==> config.mk <==
export PLATFORM = sky130hd
export DESIGN_NAME = rstmode_ctrl
export DESIGN_NICKNAME = d
export VERILOG_FILES = /design/src/rtl/rstmode_pkg.sv /design/src/rtl/rstmode_pin_sense.sv /design/src/rtl/rstmode_stretch.sv /design/src/rtl/rstmode_mode_fsm.sv /design/src/rtl/rstmode_clkmul.sv /design/src/rtl/rstmode_ctrl.sv
export SDC_FILE = /design/constraint.sdc
export NUM_CORES = 1
export LEC_CHECK = 0
export BUFFER_PORTS_ARGS = -buffer_cell sky130_fd_sc_hd__buf_2
export CORE_ASPECT_RATIO = 1.5
export CORE_MARGIN = 4
export CORE_UTILIZATION = 35
export CTS_CLUSTER_SIZE = 25
export DETAILED_ROUTE_END_ITERATION = 8
export PLACE_DENSITY = 0.73
export SETUP_SLACK_MARGIN = 0.15
export SYNTH_ARGS = -nofsm -noshare
export SYNTH_HDL_FRONTEND = slang
export SYNTH_SLANG_ARGS = --single-unit
==> constraint.sdc <==
create_clock -name clk -period 1.9 [get_ports clk]
set_clock_uncertainty 0.2 [all_clocks]
set_input_delay 0.19 -clock clk [delete_from_list [all_inputs] [get_ports clk]]
set_output_delay 0.19 -clock clk [all_outputs]
set_load 0.02 [all_outputs]
==> src/rtl/rstmode_pkg.sv <==
package rstmode_pkg;
  typedef enum logic [1:0] {
    MODE_NORMAL  = 2'd0,
    MODE_IDLE    = 2'd1,
    MODE_STANDBY = 2'd2,
    MODE_PWRDN   = 2'd3
  } op_mode_t;

  localparam logic [1:0] MUL_X1 = 2'd0;
  localparam logic [1:0] MUL_X2 = 2'd1;
  localparam logic [1:0] MUL_X4 = 2'd2;
endpackage

==> src/rtl/rstmode_pin_sense.sv <==
module rstmode_pin_sense #(
  parameter int SYNC_STAGES = 2
) (
  input  logic clk,
  input  logic por_n,
  input  logic pin_n,
  input  logic drive_active,
  output logic pin_lvl,
  output logic fall_evt
);
  // one flop beyond the synchronizer holds the previous level
  logic [SYNC_STAGES:0] chain_q;

  always_ff @(posedge clk or negedge por_n) begin
    if (!por_n) chain_q[0] <= 1'b1;
    else        chain_q[0] <= pin_n;
  end

  for (genvar g = 1; g <= SYNC_STAGES; g++) begin : g_stage
    always_ff @(posedge clk or negedge por_n) begin
      if (!por_n) chain_q[g] <= 1'b1;
      else        chain_q[g] <= chain_q[g-1];
    end
  end

  assign pin_lvl  = chain_q[SYNC_STAGES-1];
  assign fall_evt = chain_q[SYNC_STAGES] & ~chain_q[SYNC_STAGES-1] & ~drive_active;
endmodule

==> src/rtl/rstmode_stretch.sv <==
module rstmode_stretch #(
  parameter int PD_STATES = 16
) (
  input  logic clk,
  input  logic por_n,
  input  logic trig,
  output logic active
);
  localparam int CNT_W = $clog2(PD_STATES + 1);
  localparam logic [CNT_W-1:0] LOAD = CNT_W'(PD_STATES);

  logic [CNT_W-1:0] left_q;

  always_ff @(posedge clk or negedge por_n) begin
    if (!por_n)                 left_q <= '0;
    else if (trig)              left_q <= LOAD;
    else if (left_q != '0)      left_q <= left_q - 1'b1;
  end

  assign active = (left_q != '0);
endmodule

==> src/rtl/rstmode_mode_fsm.sv <==
module rstmode_mode_fsm
  import rstmode_pkg::*;
#(
  parameter int NIRQ = 2
) (
  input  logic            clk,
  input  logic            por_n,
  input  logic            hold_rst,
  input  logic            lowpwr_ok,
  input  logic [NIRQ-1:0] irq,
  input  logic [NIRQ-1:0] irq_en,
  input  logic            req_valid,
  input  logic [1:0]      req,
  output op_mode_t        mode
);
  op_mode_t mode_q, mode_d;
  logic     wake;

  assign wake = |(irq & irq_en);

  always_comb begin
    mode_d = mode_q;
    if (hold_rst) begin
      mode_d = MODE_NORMAL;
    end else if (mode_q != MODE_NORMAL) begin
      if (wake) mode_d = MODE_NORMAL;
    end else if (req_valid) begin
      unique case (op_mode_t'(req))
        MODE_IDLE:    mode_d = MODE_IDLE;
        MODE_STANDBY: if (lowpwr_ok) mode_d = MODE_STANDBY;
        MODE_PWRDN:   if (lowpwr_ok) mode_d = MODE_PWRDN;
        default:      mode_d = MODE_NORMAL;
      endcase
    end
  end

  always_ff @(posedge clk or negedge por_n) begin
    if (!por_n) mode_q <= MODE_NORMAL;
    else        mode_q <= mode_d;
  end

  assign mode = mode_q;
endmodule

==> src/rtl/rstmode_clkmul.sv <==
module rstmode_clkmul
  import rstmode_pkg::*;
(
  input  logic       en_a,
  input  logic       en_b,
  output logic [1:0] sel,
  output logic       bad_combo
);
  always_comb begin
    bad_combo = 1'b0;
    unique case ({en_a, en_b})
      2'b00:   sel = MUL_X1;
      2'b10:   sel = MUL_X2;
      2'b11:   sel = MUL_X4;
      default: begin
        sel       = MUL_X1;
        bad_combo = 1'b1;
      end
    endcase
  end
endmodule

==> src/rtl/rstmode_ctrl.sv <==
module rstmode_ctrl
  import rstmode_pkg::*;
#(
  parameter int          PD_STATES   = 16,
  parameter int          SYNC_STAGES = 2,
  parameter int          NIRQ        = 2,
  parameter int          ADDR_W      = 24,
  parameter logic [23:0] RESET_VEC   = 24'hFF2080
) (
  input  logic              clk,
  input  logic              por_n,
  input  logic              rst_pin_n,
  input  logic              int_rst_req,
  input  logic              lowpwr_cfg_en,
  input  logic [NIRQ-1:0]   irq_en,
  input  logic [NIRQ-1:0]   ext_irq,
  input  logic              mode_req_valid,
  input  logic [1:0]        mode_req,
  input  logic              mul_en_a,
  input  logic              mul_en_b,
  input  logic              fetch_ready,
  output logic              rst_pin_pd_en,
  output logic              core_rst,
  output logic [1:0]        op_mode,
  output logic              fetch_valid,
  output logic [ADDR_W-1:0] fetch_addr,
  output logic [1:0]        mul_sel,
  output logic              mul_test_mode
);
  logic     pin_lvl, pin_fall, pd_active, pd_trig;
  logic     rst_q, fv_q;
  op_mode_t mode;

  rstmode_pin_sense #(.SYNC_STAGES(SYNC_STAGES)) u_sense (
    .clk(clk), .por_n(por_n), .pin_n(rst_pin_n),
    .drive_active(pd_active), .pin_lvl(pin_lvl), .fall_evt(pin_fall)
  );

  assign pd_trig = pin_fall | int_rst_req;

  rstmode_stretch #(.PD_STATES(PD_STATES)) u_stretch (
    .clk(clk), .por_n(por_n), .trig(pd_trig), .active(pd_active)
  );

  assign rst_pin_pd_en = pd_active;
  assign core_rst      = ~pin_lvl | pd_active;

  rstmode_mode_fsm #(.NIRQ(NIRQ)) u_mode (
    .clk(clk), .por_n(por_n), .hold_rst(core_rst), .lowpwr_ok(lowpwr_cfg_en),
    .irq(ext_irq), .irq_en(irq_en), .req_valid(mode_req_valid),
    .req(mode_req), .mode(mode)
  );

  assign op_mode = mode;

  // reset-exit fetch offer, held until accepted
  always_ff @(posedge clk or negedge por_n) begin
    if (!por_n) begin
      rst_q <= 1'b1;
      fv_q  <= 1'b0;
    end else begin
      rst_q <= core_rst;
      if (core_rst)                fv_q <= 1'b0;
      else if (rst_q)              fv_q <= 1'b1;
      else if (fv_q && fetch_ready) fv_q <= 1'b0;
    end
  end

  assign fetch_valid = fv_q;
  assign fetch_addr  = ADDR_W'(RESET_VEC);

  rstmode_clkmul u_mul (
    .en_a(mul_en_a), .en_b(mul_en_b), .sel(mul_sel), .bad_combo(mul_test_mode)
  );
endmodule

==> metrics.csv <==
metric,value,unit
ys_top_cells_by_count,"buf_4 (24), dfrtp_1 (8), a21oi_1 (6)",
vias_per_cell,4.37,
worstSkewPairLatency,260,ps
num_io_pins,47,
placed_cells,119,
cts_root_buffer,clkbuf_4,
yosysMostFrequentCell,buf_4,
power.density_cell_area,1050,nW/um2
min_path_cells,3,
antenna_found_initial,0,
hold_end,u_mode.mode[1]$_DFFE_PN0P_,
power_leakage,0.486,nW
status,"finished, final reports clean",
io_buffers,22,
synth_top_family_by_area,buffers and inverters,
start_util,36.3,%
rr_startpoint,u_stretch.left_q[1]$_DFFE_PN0P_,
track_usage,10.6,%
cp_max_fo,3,
vias,594,
finalHoldViolCount,0,
synthArstFlopShare,100,%
wl_met2,878,um
ff2ff_path_depth,8,
finalCritPeriodShare,94.4,%
nets,131,
postRouteAntennaNets,0,
fin_tns_setup,0,ps
synth_area,736,um2
grt_max_degree,13,
r2r-end,u_mode.mode[0]$_DFFE_PN0P_,
yosys.area_share.simple,21.3,%
ir_worst_vdd,0.638,mV
synth_fa_ha_area_share,1.70,%
crit_required,1510,ps
hp-start,lowpwr_cfg_en,
netlist.area_leader.share,27.2,%
synth_edf_count,0,
syn-mean-instance-area,9.55,um2
area_growth,27.9,%
grt_pass1_wl,2350,um
cts_tree,built,
grt_overflow,0,
ys_seq_elements,12,
finalSetupViolations,0,
drc,0,
die-area,2910,um2
arrival,1400,ps
drv_slew,0,
hold_ws,25.4,ps
total_power,0.989,mW
dr_wl_met3,179,um
hp-class,input port to flop,
dr.pass1.iters,4,
die_h,64.2,um
place_hpwl,1110,um
synth_mux_area_share,0,%
n_antenna_cell,0,
layout.cells.non_filler,136,
end_kind,primary output,
seq_area_frac_synth,41.5,%
fill_cells,203,
synth_xor_xnor_area_share,0,%
synth-compound-area-share,7.99,%
cts_sinks,12,
core_area,2030,um2
drt-total-wl,1500,um
grt_setup_unrepaired,true,
dp_slack,149,ps
clk_pin_slew,70,ps
fp.dieW,45.4,um
wl_per_cell,11.0,um
yosys_warnings,0,
wl_met1,438,um
worst_slack,106,ps
yosysTopAreaCell,dfrtp_1,
drtIter0Drc,10,
fmax,0.557,GHz
cp-start-kind,flop,
yosys-top-cells-area,"dfrtp_1 (27%), buf_4 (24%), dfstp_2 (14%)",
synthCells,77,
cts_buffers,3,
routed.top_layer,met3,
first_global_vias,562,
drive_gt1_share,41.2,%
maxCapViolations,0,
synth.distinct_cells,24,
rrSetupSlack,110,ps
place_congestion,0.810,
ys.flop_type,dfrtp_1,
htreeDepth,1,
rows,20,
period_minus_slack,1790,ps
clk_path_buf_depth,2,
path_class,flop to primary output,
==> critical path, stage by stage (launching register included) <==
cell and delay, ps:
dfrtp_1 400, inv_2 80, ha_4 120, nor4b_4 270, nand2_2 120, buf_6 150
==> registers in the layout (all words and copies together) (netlist names) <==
register / count
rst_q: 1
u_sense.chain_q: 2
u_stretch.left_q: 5
u_sense.pin_lvl: 1
u_mode.mode: 2
fetch_valid: 1
==> what timing repair did <==
action,4_1_cts,5_1_grt
setup buffers,8,2
endpoints found under the setup margin,2,5
gates resized for setup,7,4
pin swaps,2,1
hold buffers,3,0
endpoints found under the hold margin,16,0
==> area by class of cell <==
| type | instances | area, um2 | share of cell area, % |
|---|---|---|---|
| multi-input cells | 59 | 339 | 36.0 |
| flip-flops and latches | 12 | 305 | 32.4 |
| repair buffers | 35 | 228 | 24.2 |
| well taps | 22 | 27.5 | 2.93 |
| clock buffers | 4 | 26.3 | 2.79 |
| inverters | 4 | 15.0 | 1.60 |
==> cell usage in the layout, fill, tap and decap left out <==
master	synthesis	final
dlygate4sd3_1	0	3
buf_2	0	20
a22oi_1	2	2
dfrtp_1	8	8
clkbuf_1	0	1
a21oi_2	0	1
nand2_2	0	1
ha_4	0	1
nor2_1	3	2
a31o_1	1	1
nor4bb_1	1	1
or4_1	1	1
inv_2	1	3
nand3_1	2	2
dfstp_2	4	4
conb_1	2	24
nor3_1	1	1
nor4b_4	1	1
or3b_1	1	1
nand2b_1	4	4
and2_1	1	1
a21oi_1	6	5
buf_6	0	2
buf_4	24	10
o21ai_1	1	1
nor3b_1	1	1
clkbuf_4	0	3
inv_1	3	1
nand2_1	4	3
nor2b_1	3	3
nand3b_1	1	1
nor2_2	0	1
==> logic make-up after synthesis <==
family | Yosys count
buffers and inverters | 28
AND/OR/NAND/NOR | 24
flip-flops | 12
AO/OA/AOI/OAI | 10
other | 2
adder cells (fa/ha/maj) | 1
==> how the worst max path moves through the flow <==
| stage | to | slack [ps] | from |
|---|---|---|---|
| floorplan | u_mode.mode[0]$_DFFE_PN0P_ | 290 | u_stretch.left_q[0]$_DFFE_PN0P_ |
| global placement | core_rst | 200 | u_stretch.left_q[0]$_DFFE_PN0P_ |
| detailed placement | core_rst | 150 | u_stretch.left_q[0]$_DFFE_PN0P_ |
| CTS | core_rst | 130 | u_stretch.left_q[1]$_DFFE_PN0P_ |
| global route | u_mode.mode[0]$_DFFE_PN0P_ | 20 | u_stretch.left_q[0]$_DFFE_PN0P_ |
| finish | core_rst | 110 | u_stretch.left_q[1]$_DFFE_PN0P_ |
==> stage by stage <==
stage	util [%]	instance area, um2
final	46.4	941
after CTS	45.1	913
after floorplan	-	818
after detailed placement	38.3	776
after global placement	38.3	776
after global routing	46.4	941
==> where the power goes <==
group | internal [mW] | switching (mW)
combinational | 0.233 | 0.222
sequential | 0.318 | 0.0641
clock | 0.0809 | 0.0719
==> layer usage <==
metal	up-vias	track usage [%]
li1	276	-
met1	282	9.95
met2	36	21.3
met3	0	1.41
met4	0	3.30
met5	-	0
Power figures use the tool's default switching activity.
